===== config.mk =====
export PLATFORM = sky130hd
export DESIGN_NAME = uart_regif
export DESIGN_NICKNAME = d
export VERILOG_FILES = /design/src/rtl/uart_regif_pkg.sv /design/src/rtl/uart_regif_flags.sv /design/src/rtl/uart_regif_data.sv /design/src/rtl/uart_regif_irq.sv /design/src/rtl/uart_regif.sv
export SDC_FILE = /design/constraint.sdc
export NUM_CORES = 1
export LEC_CHECK = 0
export ABC_AREA = 0
export BUFFER_PORTS_ARGS = -buffer_cell sky130_fd_sc_hd__buf_2
export CORE_MARGIN = 2
export CORE_UTILIZATION = 50
export DETAILED_ROUTE_END_ITERATION = 10
export HOLD_SLACK_MARGIN = 0.06
export PLACE_DENSITY_LB_ADDON = 0.08
export SLEW_MARGIN = 20
export SYNTH_ARGS = -nofsm -noshare
export SYNTH_HDL_FRONTEND = slang
export SYNTH_HIERARCHICAL = 1
export SYNTH_SLANG_ARGS = --single-unit
export TNS_END_PERCENT = 1

===== constraint.sdc =====
create_clock -name clk_i -period 3 [get_ports clk_i]
set_input_delay 0.15 -clock clk_i [delete_from_list [all_inputs] [get_ports clk_i]]
set_output_delay 0.15 -clock clk_i [all_outputs]
set_load 0.01 [all_outputs]

===== src/rtl/uart_regif_pkg.sv =====
package uart_regif_pkg;
  localparam int unsigned ST_W = 16;

  typedef enum logic [1:0] {
    A_CTRL = 2'd0,
    A_STAT = 2'd1,
    A_DATA = 2'd2,
    A_BOTH = 2'd3
  } addr_e;

  localparam int unsigned B_RXF  = 0;
  localparam int unsigned B_IDLE = 1;
  localparam int unsigned B_OVR  = 2;
  localparam int unsigned B_TXE  = 8;
  localparam int unsigned B_TXC  = 9;

  localparam logic [ST_W-1:0] RX_MASK  = 16'h0007;
  localparam logic [ST_W-1:0] TX_MASK  = 16'h0300;
  localparam logic [ST_W-1:0] IMPL     = RX_MASK | TX_MASK;
  localparam logic [ST_W-1:0] ST_RESET = 16'h0300;

  typedef struct packed {
    logic nine;
    logic txc_en;
    logic txe_en;
    logic idle_en;
    logic rx_en;
  } ctrl_t;
endpackage


===== src/rtl/uart_regif_flags.sv =====
module uart_regif_flags
  import uart_regif_pkg::*;
(
  input  logic            clk_i,
  input  logic            rst_ni,
  input  logic            stat_rd_i,
  input  logic            data_rd_i,
  input  logic            data_wr_i,
  input  logic            both_rd_i,
  input  logic [ST_W-1:0] set_i,
  input  logic            txc_clr_i,
  output logic [ST_W-1:0] flags_o
);
  logic [ST_W-1:0] flags_q, mask_q, clr;
  logic            acc;

  assign acc = data_rd_i | data_wr_i;

  always_comb begin
    clr = '0;
    if (acc)       clr = clr | (mask_q & RX_MASK);
    if (data_wr_i) clr = clr | (mask_q & TX_MASK);
    if (both_rd_i) clr = clr | (flags_q & RX_MASK);
    clr[B_TXC] = clr[B_TXC] | txc_clr_i;
  end

  // set has priority over clear
  always_ff @(posedge clk_i or negedge rst_ni) begin
    if (!rst_ni) flags_q <= ST_RESET;
    else         flags_q <= (set_i | (flags_q & ~clr)) & IMPL;
  end

  // snapshot of flags seen by the last status read
  always_ff @(posedge clk_i or negedge rst_ni) begin
    if (!rst_ni)               mask_q <= '0;
    else if (stat_rd_i)        mask_q <= flags_q;
    else if (acc || both_rd_i) mask_q <= '0;
  end

  assign flags_o = flags_q;

  assert_set_wins_R11: assert property (@(posedge clk_i) disable iff (!rst_ni)
    set_i[B_RXF] |=> flags_q[B_RXF]);
  assert_mask_empty_R3: assert property (@(posedge clk_i) disable iff (!rst_ni)
    (acc || both_rd_i) |=> (mask_q == '0));
  assert_unseen_keeps_R3: assert property (@(posedge clk_i) disable iff (!rst_ni)
    (acc && flags_q[B_IDLE] && !mask_q[B_IDLE]) |=> flags_q[B_IDLE]);
  assert_both_keeps_tx_R5: assert property (@(posedge clk_i) disable iff (!rst_ni)
    (both_rd_i && flags_q[B_TXE]) |=> flags_q[B_TXE]);
  assert_read_keeps_txe_R6: assert property (@(posedge clk_i) disable iff (!rst_ni)
    (data_rd_i && flags_q[B_TXE]) |=> flags_q[B_TXE]);
endmodule


===== src/rtl/uart_regif_data.sv =====
module uart_regif_data #(
  parameter int unsigned DATA_W = 9
) (
  input  logic              clk_i,
  input  logic              rst_ni,
  input  logic              nine_i,
  input  logic              rx_valid_i,
  input  logic [DATA_W-1:0] rx_data_i,
  input  logic              rx_full_i,
  input  logic              data_wr_i,
  input  logic [DATA_W-1:0] wdata_i,
  input  logic              tx_ready_i,
  output logic [DATA_W-1:0] rx_word_o,
  output logic              ovr_set_o,
  output logic              tx_take_o,
  output logic              tx_valid_o,
  output logic [DATA_W-1:0] tx_data_o
);
  localparam int unsigned LOW_W = DATA_W - 1;

  logic [DATA_W-1:0] wmask, rx_q, tx_q;
  logic              pend_q;

  assign wmask = nine_i ? '1 : {1'b0, {LOW_W{1'b1}}};

  always_ff @(posedge clk_i or negedge rst_ni) begin
    if (!rst_ni)                       rx_q <= '0;
    else if (rx_valid_i && !rx_full_i) rx_q <= rx_data_i;
  end

  assign rx_word_o = rx_q & wmask;
  assign ovr_set_o = rx_valid_i & rx_full_i;
  assign tx_take_o = pend_q & tx_ready_i;

  always_ff @(posedge clk_i or negedge rst_ni) begin
    if (!rst_ni) begin
      tx_q   <= '0;
      pend_q <= 1'b0;
    end else if (data_wr_i) begin
      tx_q   <= wdata_i & wmask;
      pend_q <= 1'b1;
    end else if (tx_take_o) begin
      pend_q <= 1'b0;
    end
  end

  assign tx_valid_o = pend_q;
  assign tx_data_o  = tx_q;

  assert_tx_hold_R7: assert property (@(posedge clk_i) disable iff (!rst_ni)
    (tx_valid_o && !tx_ready_i && !data_wr_i) |=> (tx_valid_o && $stable(tx_data_o)));
  assert_rx_kept_R9: assert property (@(posedge clk_i) disable iff (!rst_ni)
    (rx_full_i && !nine_i) |=> (nine_i || $stable(rx_word_o)));
endmodule


===== src/rtl/uart_regif_irq.sv =====
module uart_regif_irq #(
  parameter int unsigned N_SRC = 4
) (
  input  logic             clk_i,
  input  logic             rst_ni,
  input  logic [N_SRC-1:0] src_i,
  input  logic [N_SRC-1:0] en_i,
  output logic             irq_o
);
  logic [N_SRC-1:0] hit;
  logic             irq_q;

  for (genvar i = 0; i < N_SRC; i++) begin : g_pair
    assign hit[i] = src_i[i] & en_i[i];
  end

  always_ff @(posedge clk_i or negedge rst_ni) begin
    if (!rst_ni) irq_q <= 1'b0;
    else         irq_q <= |hit;
  end

  assign irq_o = irq_q;

  assert_irq_masked_R10: assert property (@(posedge clk_i) disable iff (!rst_ni)
    (en_i == '0) |=> !irq_o);
  assert_irq_nosrc_R10: assert property (@(posedge clk_i) disable iff (!rst_ni)
    (src_i == '0) |=> !irq_o);
endmodule


===== src/rtl/uart_regif.sv =====
module uart_regif
  import uart_regif_pkg::*;
#(
  parameter int unsigned DATA_W = 9
) (
  input  logic              clk_i,
  input  logic              rst_ni,
  input  logic              req_i,
  input  logic              we_i,
  input  logic [1:0]        addr_i,
  input  logic [1:0]        be_i,
  input  logic [DATA_W-1:0] wdata_i,
  output logic [ST_W-1:0]   rdata_o,
  output logic              irq_o,
  input  logic              rx_valid_i,
  input  logic [DATA_W-1:0] rx_data_i,
  input  logic              idle_i,
  input  logic              tx_done_i,
  output logic              tx_valid_o,
  output logic [DATA_W-1:0] tx_data_o,
  input  logic              tx_ready_i
);
  localparam int unsigned CTRL_W = $bits(ctrl_t);
  localparam int unsigned PAD_W  = ST_W - DATA_W;

  ctrl_t             ctl_q;
  logic              rd, stat_rd, data_rd, data_wr, both_rd, ctl_wr;
  logic [ST_W-1:0]   flags, set_v;
  logic [DATA_W-1:0] rx_word;
  logic              ovr_set, tx_take;

  assign rd      = req_i & ~we_i;
  assign stat_rd = rd & (addr_i == A_STAT) & (|be_i);
  assign data_rd = rd & (addr_i == A_DATA);
  assign both_rd = rd & (addr_i == A_BOTH);
  assign data_wr = req_i & we_i & (addr_i == A_DATA);
  assign ctl_wr  = req_i & we_i & (addr_i == A_CTRL);

  always_ff @(posedge clk_i or negedge rst_ni) begin
    if (!rst_ni)     ctl_q <= '0;
    else if (ctl_wr) ctl_q <= ctrl_t'(wdata_i[CTRL_W-1:0]);
  end

  always_comb begin
    set_v         = '0;
    set_v[B_RXF]  = rx_valid_i;
    set_v[B_IDLE] = idle_i;
    set_v[B_OVR]  = ovr_set;
    set_v[B_TXE]  = tx_take;
    set_v[B_TXC]  = tx_done_i;
  end

  uart_regif_flags u_flags (
    .clk_i     (clk_i),
    .rst_ni    (rst_ni),
    .stat_rd_i (stat_rd),
    .data_rd_i (data_rd),
    .data_wr_i (data_wr),
    .both_rd_i (both_rd),
    .set_i     (set_v),
    .txc_clr_i (tx_take),
    .flags_o   (flags)
  );

  uart_regif_data #(.DATA_W(DATA_W)) u_data (
    .clk_i      (clk_i),
    .rst_ni     (rst_ni),
    .nine_i     (ctl_q.nine),
    .rx_valid_i (rx_valid_i),
    .rx_data_i  (rx_data_i),
    .rx_full_i  (flags[B_RXF]),
    .data_wr_i  (data_wr),
    .wdata_i    (wdata_i),
    .tx_ready_i (tx_ready_i),
    .rx_word_o  (rx_word),
    .ovr_set_o  (ovr_set),
    .tx_take_o  (tx_take),
    .tx_valid_o (tx_valid_o),
    .tx_data_o  (tx_data_o)
  );

  uart_regif_irq #(.N_SRC(4)) u_irq (
    .clk_i  (clk_i),
    .rst_ni (rst_ni),
    .src_i  ({flags[B_TXC], flags[B_TXE], flags[B_IDLE], flags[B_RXF]}),
    .en_i   ({ctl_q.txc_en, ctl_q.txe_en, ctl_q.idle_en, ctl_q.rx_en}),
    .irq_o  (irq_o)
  );

  always_comb begin
    unique case (addr_i)
      A_CTRL:  rdata_o = {{(ST_W-CTRL_W){1'b0}}, ctl_q};
      A_STAT:  rdata_o = flags;
      default: rdata_o = {{PAD_W{1'b0}}, rx_word};
    endcase
  end

  assert_stat_rd_keeps_R2: assert property (@(posedge clk_i) disable iff (!rst_ni)
    (stat_rd && !rx_valid_i && !idle_i && !tx_done_i && !tx_take) |=> $stable(flags));
  assert_take_sets_txe_R6: assert property (@(posedge clk_i) disable iff (!rst_ni)
    (tx_valid_o && tx_ready_i) |=> flags[B_TXE]);
endmodule


==> flow_summary.ini, run 1 <==
[place]
dpl.hpwl_um = 2720
routabilityCongestion = 0.796
io_buffers = 50
post_dp_cell_area_um2 = 2020

[global_routing]
track_usage_pct = 19.5
grt_pass1_wl_um = 6070
grt_max_degree = 36
antenna_found_initial = 0
overflow = 0
grt_pass1_vias = 1285

[setup_path]
cp_max_fo = 12
rr_worst_depth = 2
end_kind = flip-flop
critPathCapture = u_flags/mask_q[8]
worstSetupPathType = in2reg
crit_path_start_kind = input port
cp.arrival_ns = 1.68
r2r-start = u_flags/flags_o[0]
worstPathRequired_ns = 3.18
startpoint = addr_i[0]
r2r_slack_ns = 1.71
r2r-end = u_data/rx_q[0]

[sta]
skew_ns = 0.00468
slew-limit-headroom_pct = 47.2
tightest_slew_ns = 0.792
fmax_mhz = 667
setup_viol = 0
fin_crit_ns = 1.50
tns_ns = 0
hold_ws_ns = 0.0871
final.period_utilization_pct = 50.0
hold_viol_final = 0
slew_viol_final = 0
rsz0062_at_grt = false

[layout]
drive_gt1_share_pct = 44.7
fillCellCount = 323
final_area_um2 = 2130
diodes = 0
syn_to_final_growth_pct = 14.4
final_nets = 226

[floorplanning]
die_area_um2 = 4240
io_pins = 57
die_height_um = 65.1
die_w_um = 65.1
num_rows = 22
start_util_pct = 51.3
core_um2 = 3630

[cts]
clk_latency_ns = 0.28
ctsHoldBuffers = 3
cts_setup_buffers = 0
tritoncts = yes
cts_resized = 0
clkSlewWorstSetupHoldPaths_ns = 0.07
clockRootBuffer = clkbuf_8
cts_buffer_depth = 2
clock-sinks = 35
ctsHtreeMaxLevel = 2
numCtsBuffers = 5

[hold_path]
min_path_type = in2reg
hp-start = rx_valid_i

[job]
maxCapViolCount = 0

[synthesis]
synthCells = 152
synth_warnings = 6
synth_area_um2 = 1870
syn_area_per_cell_um2 = 12.3

[drt]
wl_per_cell_um = 14.9
wl_um = 3660
top_layer = met4
met1_length_um = 1530
viasPerCell = 5.05
vias = 1238
drt_iter0_markers = 68
route.met3.wl_um = 214
dr.pass1.iters = 4
wl_met2_um = 1870
final_antenna_net_count = 0
route.detailed.drc = 0

[run_status]
status = finished, final reports clean

[power]
power_density_nw_per_um2 = 613
vdd_drop_max_uv = 418
leakage_uw = 0.00104
[cells in the final DEF, fill, tap and decap left out, types with 2 or more instances in the layout]
cell and n:
inv_1 4, nor2b_1 5, dfstp_2 2, o21ai_0 6, a22o_1 9, dlygate4sd3_1 3, and2_1 9, a31o_1 4
and4b_1 2, clkbuf_8 5, o21ai_1 3, mux2_4 14, dfrtp_1 33, buf_2 50, a22oi_1 2, a21o_1 2
mux2i_1 5, and4bb_2 2, conb_1 11, mux2_2 8, nand2_1 8
[cell type report]
type	instances	area, um^2	area share (%)
clock buffers	6	72.6	3.40
clock inverters	2	12.5	0.587
inverters	4	15.0	0.704
multi-input cells	97	815	38.2
flip-flops and latches	35	878	41.2
well taps	48	60.1	2.82
repair buffers	53	280	13.1
[worst min path at each step]
stage                               to  depth (start not counted)
detailed placement      u_data/rx_q[7]                          1
floorplan                     ctl_q[0]                          0
finish              u_flags/flags_o[0]                          2
CTS                 u_flags/flags_o[0]                          2
global placement        u_data/rx_q[5]                          1
global route            u_data/rx_q[4]                          2
[critical path, cell delays in order]
cell      delay [ns]
buf_2           0.20
nor2b_1         0.54
and4bb_2        0.48
nor4b_2         0.08
a22o_1          0.22
[stage by stage]
stage / utilization [%] / std cells / power, uW / worst slack, ns
5_1_grt: 58.7 / 245 / 1390 / 1.36
4_1_cts: 58.7 / 245 / 1320 / 1.49
2_1_floorplan: - / 162 / 923 / 1.61
6_report: 58.7 / 245 / 1310 / 1.50
3_3_place_gp: 55.5 / 234 / 970 / 1.29
3_5_place_dp: 55.5 / 234 / 987 / 1.17
[per-layer routing]
| layer | vias up | track usage [%] |
|---|---|---|
| li1 | 592 | - |
| met1 | 591 | 24.2 |
| met2 | 49 | 32.3 |
| met3 | 6 | 5.56 |
| met4 | 0 | 7.03 |
| met5 | - | 0 |
[flip-flops by register name, indices dropped and copies added, names as in the netlist]
register and cells:
u_data/rx_q 9, u_data/tx_data_o 9, ctl_q 5, u_flags/flags_o 5, u_flags/mask_q 5, u_data/tx_valid_o 1
u_irq/irq_o 1
[report_power, final]
part,switching [uW],internal (uW)
sequential,69.7,580
combinational,134,197
clock,166,162
total,369,939
(Power assumes the default switching activity.)
==> run 2, diff against run 1 <==
--- a/config.mk
+++ b/config.mk
@@ -8,7 +8,7 @@
 export ABC_AREA = 0
 export BUFFER_PORTS_ARGS = -buffer_cell sky130_fd_sc_hd__buf_2
 export CORE_MARGIN = 2
-export CORE_UTILIZATION = 50
+export CORE_UTILIZATION = 46
 export DETAILED_ROUTE_END_ITERATION = 10
 export HOLD_SLACK_MARGIN = 0.06
 export PLACE_DENSITY_LB_ADDON = 0.08
==> constraint.sdc (replaced) <==
create_clock -name clk_i -period 1.3 [get_ports clk_i]
set_input_delay 0.065 -clock clk_i [delete_from_list [all_inputs] [get_ports clk_i]]
set_output_delay 0.065 -clock clk_i [all_outputs]
set_load 0.01 [all_outputs]
==> run 2 against run 1 <==
Non-clock buffer count increased by 28. Total power grew to 2.6 times the previous value. Clock skew rose by 0.0010 ns. Worst setup slack worse by 1.5 ns. Largest cell class unchanged. Die area increased by 8.1%. Largest power group unchanged. Global-route usage down 0.90 points.
==> flow_summary.ini, run 2 (synthesis results as in run 1) <==
[cts]
tritoncts = yes
numCtsBuffers = 5
clock-sinks = 35
clk_latency_ns = 0.28
ctsHtreeMaxLevel = 2
cts_buffer_depth = 2
clkSlewWorstSetupHoldPaths_ns = 0.07
clockRootBuffer = clkbuf_8

[layout]
fillCellCount = 322
final_area_um2 = 2470
drive_gt1_share_pct = 44.0
layout_common_cells = 50 x buf_2, 33 x dfrtp_1, 23 x dlygate4sd3_1
final_nets = 254
syn_to_final_growth_pct = 32.5
final_common_cell = buf_2
diodes = 0

[drt]
dr.pass1.iters = 4
wl_per_cell_um = 14.6
final_antenna_net_count = 0
route.detailed.drc = 0
wl_um = 4010
vias = 1310
drt_iter0_markers = 33
viasPerCell = 4.76

[sta]
fin_crit_ns = 1.27
final.period_utilization_pct = 97.7
hold_viol_final = 0
slew_viol_final = 0
skew_ns = 0.00571
setup_viol = 0
setup_slack_ns = 0.0296
fmax_mhz = 787
rsz0062_at_grt = true

[setup_path]
r2r_slack_ns = 0.06
worstPathRequired_ns = 1.24
slowest_stage = dfrtp_1
crit_path_start_kind = flip-flop
crit_family = flip-flops
cp_max_fo = 4
path_cells = and2_1 -> a22o_1 -> buf_2
end_kind = primary output
cp.arrival_ns = 1.21
crit_path_max_incr_delay_ns = 0.43
worst-path-buf-inv = 1
worstSetupPathType = reg2out

[power]
vdd_drop_max_uv = 731
leakage_uw = 0.00119
power_density_nw_per_um2 = 1350

[global_routing]
overflow = 0
antenna_found_initial = 0
grt_max_degree = 36
track_usage_pct = 18.6
grt_pass1_vias = 1272
grt_pass1_wl_um = 6070

[place]
post_dp_cell_area_um2 = 2090
io_buffers = 50
pre_cts_slack_ns = 0.0751
dpl.hpwl_um = 2770
routabilityCongestion = 0.708

[floorplanning]
die_height_um = 67.7
num_rows = 23
io_pins = 57
die_area_um2 = 4580
die_w_um = 67.7
start_util_pct = 47.3
core_um2 = 3940

[job]
maxCapViolCount = 0

[run_status]
status = finished, final reports clean

[hold_path]
min_path_type = in2async
run 2: worst register-to-register path, stage by stage, from the launching register on:
cell,delay [ns]
dfrtp_1,0.38
buf_4,0.14
nor2b_4,0.15
buf_12,0.15
mux2_4,0.30
run 2: area by class of cell:
| type | instances | area [um^2] | share of cell area, % |
|---|---|---|---|
| well taps | 50 | 62.6 | 2.53 |
| multi-input cells | 97 | 820 | 33.2 |
| repair buffers | 81 | 578 | 23.4 |
| inverters | 4 | 15.0 | 0.608 |
| clock inverters | 2 | 35.0 | 1.42 |
| flip-flops and latches | 35 | 878 | 35.5 |
| clock buffers | 6 | 82.6 | 3.34 |
run 2: where the power goes:
part	internal (uW)	switching, uW
Combinational	519	322
Sequential	1340	158
Clock	620	389
run 2: final timing paths:
check,from,cells after the start,endpoint
max in group asynchronous,rst_ni,3,u_flags/flags_o[9]
worst max-delay path,ctl_q[4],3,rdata_o[8]
worst min-delay path,rst_ni,3,u_data/rx_q[7]
worst max register to register,u_flags/flags_o[0],4,u_data/rx_q[4]
worst min register to register,u_data/tx_data_o[5],1,u_data/tx_data_o[5]
min in group clk_i,req_i,3,ctl_q[2]
run 2: per-layer routing:
| layer | vias up | track usage [%] | share of wire, % |
|---|---|---|---|
| met4 | 0 | 6.12 | 1.3 |
| met1 | 622 | 23.7 | 44 |
| met3 | 7 | 5.17 | 4.7 |
| met5 | - | 0 | 0 |
| li1 | 645 | - | - |
| met2 | 36 | 30.3 | 50 |
run 2: repair_timing:
action	in CTS	in global routing
endpoints found under the setup margin	2	11
hold buffers	23	0
resized for setup	0	2
buffers inserted	1	1
hold endpoints to repair	62	0
pin swaps	0	1
cloned	0	0
run 2: stage by stage:
stage | power (uW) | util (%) | cells | TNS [ns] | hold slack [ns]
6_report | 3350 | 62.7 | 275 | 0 | 0.271
5_1_grt | 3510 | 62.7 | 275 | -0.0468 | 0.293
4_1_cts | 3380 | 62.1 | 274 | -0.00697 | 0.262
3_5_place_dp | 2300 | 53.1 | 242 | 0 | 0.0376
3_3_place_gp | 2260 | 53.1 | 242 | 0 | 0.0367
2_1_floorplan | 2130 | - | 162 | 0 | -0.231
==> run 3, diff against run 2 <==
--- a/config.mk
+++ b/config.mk
@@ -5,7 +5,7 @@
 export SDC_FILE = /design/constraint.sdc
 export NUM_CORES = 1
 export LEC_CHECK = 0
-export ABC_AREA = 0
+export ABC_AREA = 1
 export BUFFER_PORTS_ARGS = -buffer_cell sky130_fd_sc_hd__buf_2
 export CORE_MARGIN = 2
 export CORE_UTILIZATION = 46
==> run 3 against run 2 <==
Routed wire length grew 2.0%. Register-to-register slack gained 0.18 ns. Clock skew shrank 0.0028 ns. Critical path depth is the same. Count of clock-buffer cells in the layout grew 1. Design area shrank 1.6%. Synthesized area grew 1.5%. Worst setup slack gained 0.063 ns. Synthesized cell count grew 65%. Critical endpoint unchanged. Non-clock buffer count shrank 2. Largest cell class unchanged. Clock power shrank 20%. Via count grew 25%.
==> flow_summary.ini, run 3 <==
[power]
comb_power_share_pct = 23.5
total_power_uw = 2950
clockPowerShare_pct = 27.5
power_density_nw_per_um2 = 1210
vdd_drop_max_uv = 806
p_int_uw = 2060
leakage_uw = 0.00140
seq_power_share_pct = 49.0
sw_frac_of_total_pct = 30.3
power_switching_uw = 892

[sta]
tns_ns = 0
hold_viol_final = 0
fmax_mhz = 828
setup_viol = 0
rsz0062_at_grt = false
slew_viol_final = 0
final.period_utilization_pct = 92.9
fin_crit_ns = 1.21
skew_ns = 0.00293

[floorplanning]
num_rows = 23
die_w_um = 68.2
die_area_um2 = 4650
io_pins = 57
start_util_pct = 47.7
die_height_um = 68.2
core_um2 = 3970

[global_routing]
grt_pass1_wl_um = 6640
antenna_found_initial = 0
grt_max_degree = 36
track_usage_pct = 19.4
overflow = 0
grt_pass1_vias = 1512

[cts]
clockRootBuffer = clkbuf_8
clock-sinks = 35
ctsHoldBuffers = 22
cts_resized = 0
cts_setup_buffers = 0
clkSlewWorstSetupHoldPaths_ns = 0.07
cts_buffer_depth = 2
ctsHtreeMaxLevel = 2
clk_latency_ns = 0.29
numCtsBuffers = 5
tritoncts = yes

[synthesis]
synth_warnings = 6
synthCells = 251
syn_area_per_cell_um2 = 7.55
synth_area_um2 = 1890

[setup_path]
cp.arrival_ns = 1.14
slowest_stage = dfstp_2
cp_max_fo = 4
end_kind = primary output
crit_path_start_kind = flip-flop
worstSetupPathType = reg2out
crit_path_max_incr_delay_ns = 0.57
crit_family = flip-flops
worstPathRequired_ns = 1.24
path_cells = nand3_1 -> nand2_1 -> buf_2
worst-path-buf-inv = 1

[drt]
final_antenna_net_count = 0
vias = 1643
wl_um = 4090
drt_iter0_markers = 79
viasPerCell = 4.40
dr.pass1.iters = 4
wl_per_cell_um = 11.0
route.detailed.drc = 0

[layout]
layout_common_cells = 104 x nand2_1, 50 x buf_2, 34 x nand3_1
diodes = 0
fillCellCount = 399
drive_gt1_share_pct = 24.1
final_common_cell = nand2_1
syn_to_final_growth_pct = 28.3
final_nets = 352

[run_status]
status = finished, final reports clean

[job]
maxCapViolCount = 0

[place]
routabilityCongestion = 0.803
io_buffers = 50
dpl.hpwl_um = 2820

[hold_path]
min_path_type = in2reg
## run 3: worst register-to-register path: stages (launching register included)
cell and delay (ns):
dfrtp_1 0.46, inv_2 0.19, nand2_2 0.15, nand2_1 0.10, nand2_1 0.05
## run 3: final cells by class
class                      instances  area [um^2]  share of cell area [%]
multi-input combinational        176          757                    31.1
timing repair buffer              79          548                    22.5
tap                               50         62.6                    2.57
clock buffer                       7         86.3                    3.55
inverter                          25         93.8                    3.86
clock inverter                     1         5.00                   0.206
sequential                        35          878                    36.1
## run 3: per-stage QoR
| step | hold slack, ns | setup slack, ns | area, um^2 | utilization, % | cells |
|---|---|---|---|---|---|
| after floorplan | -0.231 | 0.182 | 1930 | - | 261 |
| final | 0.105 | 0.0927 | 2430 | 61.2 | 373 |
| after CTS | 0.104 | 0.0829 | 2430 | 61.2 | 373 |
| after detailed placement | 0.0424 | 0.235 | 2120 | 53.4 | 343 |
| after global placement | 0.0386 | 0.248 | 2120 | 53.4 | 343 |
| after global routing | 0.117 | 0.0278 | 2430 | 61.2 | 373 |
## run 3: path summary, 6_finish.rpt
check / end / depth (start not counted) / start / slack, ns
worst max register to register: u_data/rx_q[4] / 4 / u_flags/flags_o[0] / 0.24
min in group asynchronous: u_flags/flags_o[1] / 3 / rst_ni / 0.27
worst min register to register: u_data/tx_data_o[5] / 2 / u_data/tx_data_o[5] / 0.47
max in group asynchronous: u_flags/flags_o[9] / 3 / rst_ni / 0.79
worst max-delay path: rdata_o[8] / 3 / u_flags/flags_o[8] / 0.09
worst min-delay path: u_flags/flags_o[0] / 3 / rx_valid_i / 0.11
## run 3: power groups by stage
stage               combinational (uW)  clock, uW  sequential [uW]
floorplan                          500          0             1460
global placement                   642          0             1460
detailed placement                 650          0             1460
CTS                                703        826             1440
global route                       810        875             1480
finish                             693        810             1440
## run 3: metal layers
| layer | GRT usage [%] | up-vias | wire (um) |
|---|---|---|---|
| li1 | - | 883 | - |
| met1 | 25.2 | 720 | 1940 |
| met2 | 30.7 | 34 | 1900 |
| met3 | 6.41 | 6 | 198 |
| met4 | 6.00 | 0 | 55 |
| met5 | 0 | - | 0 |
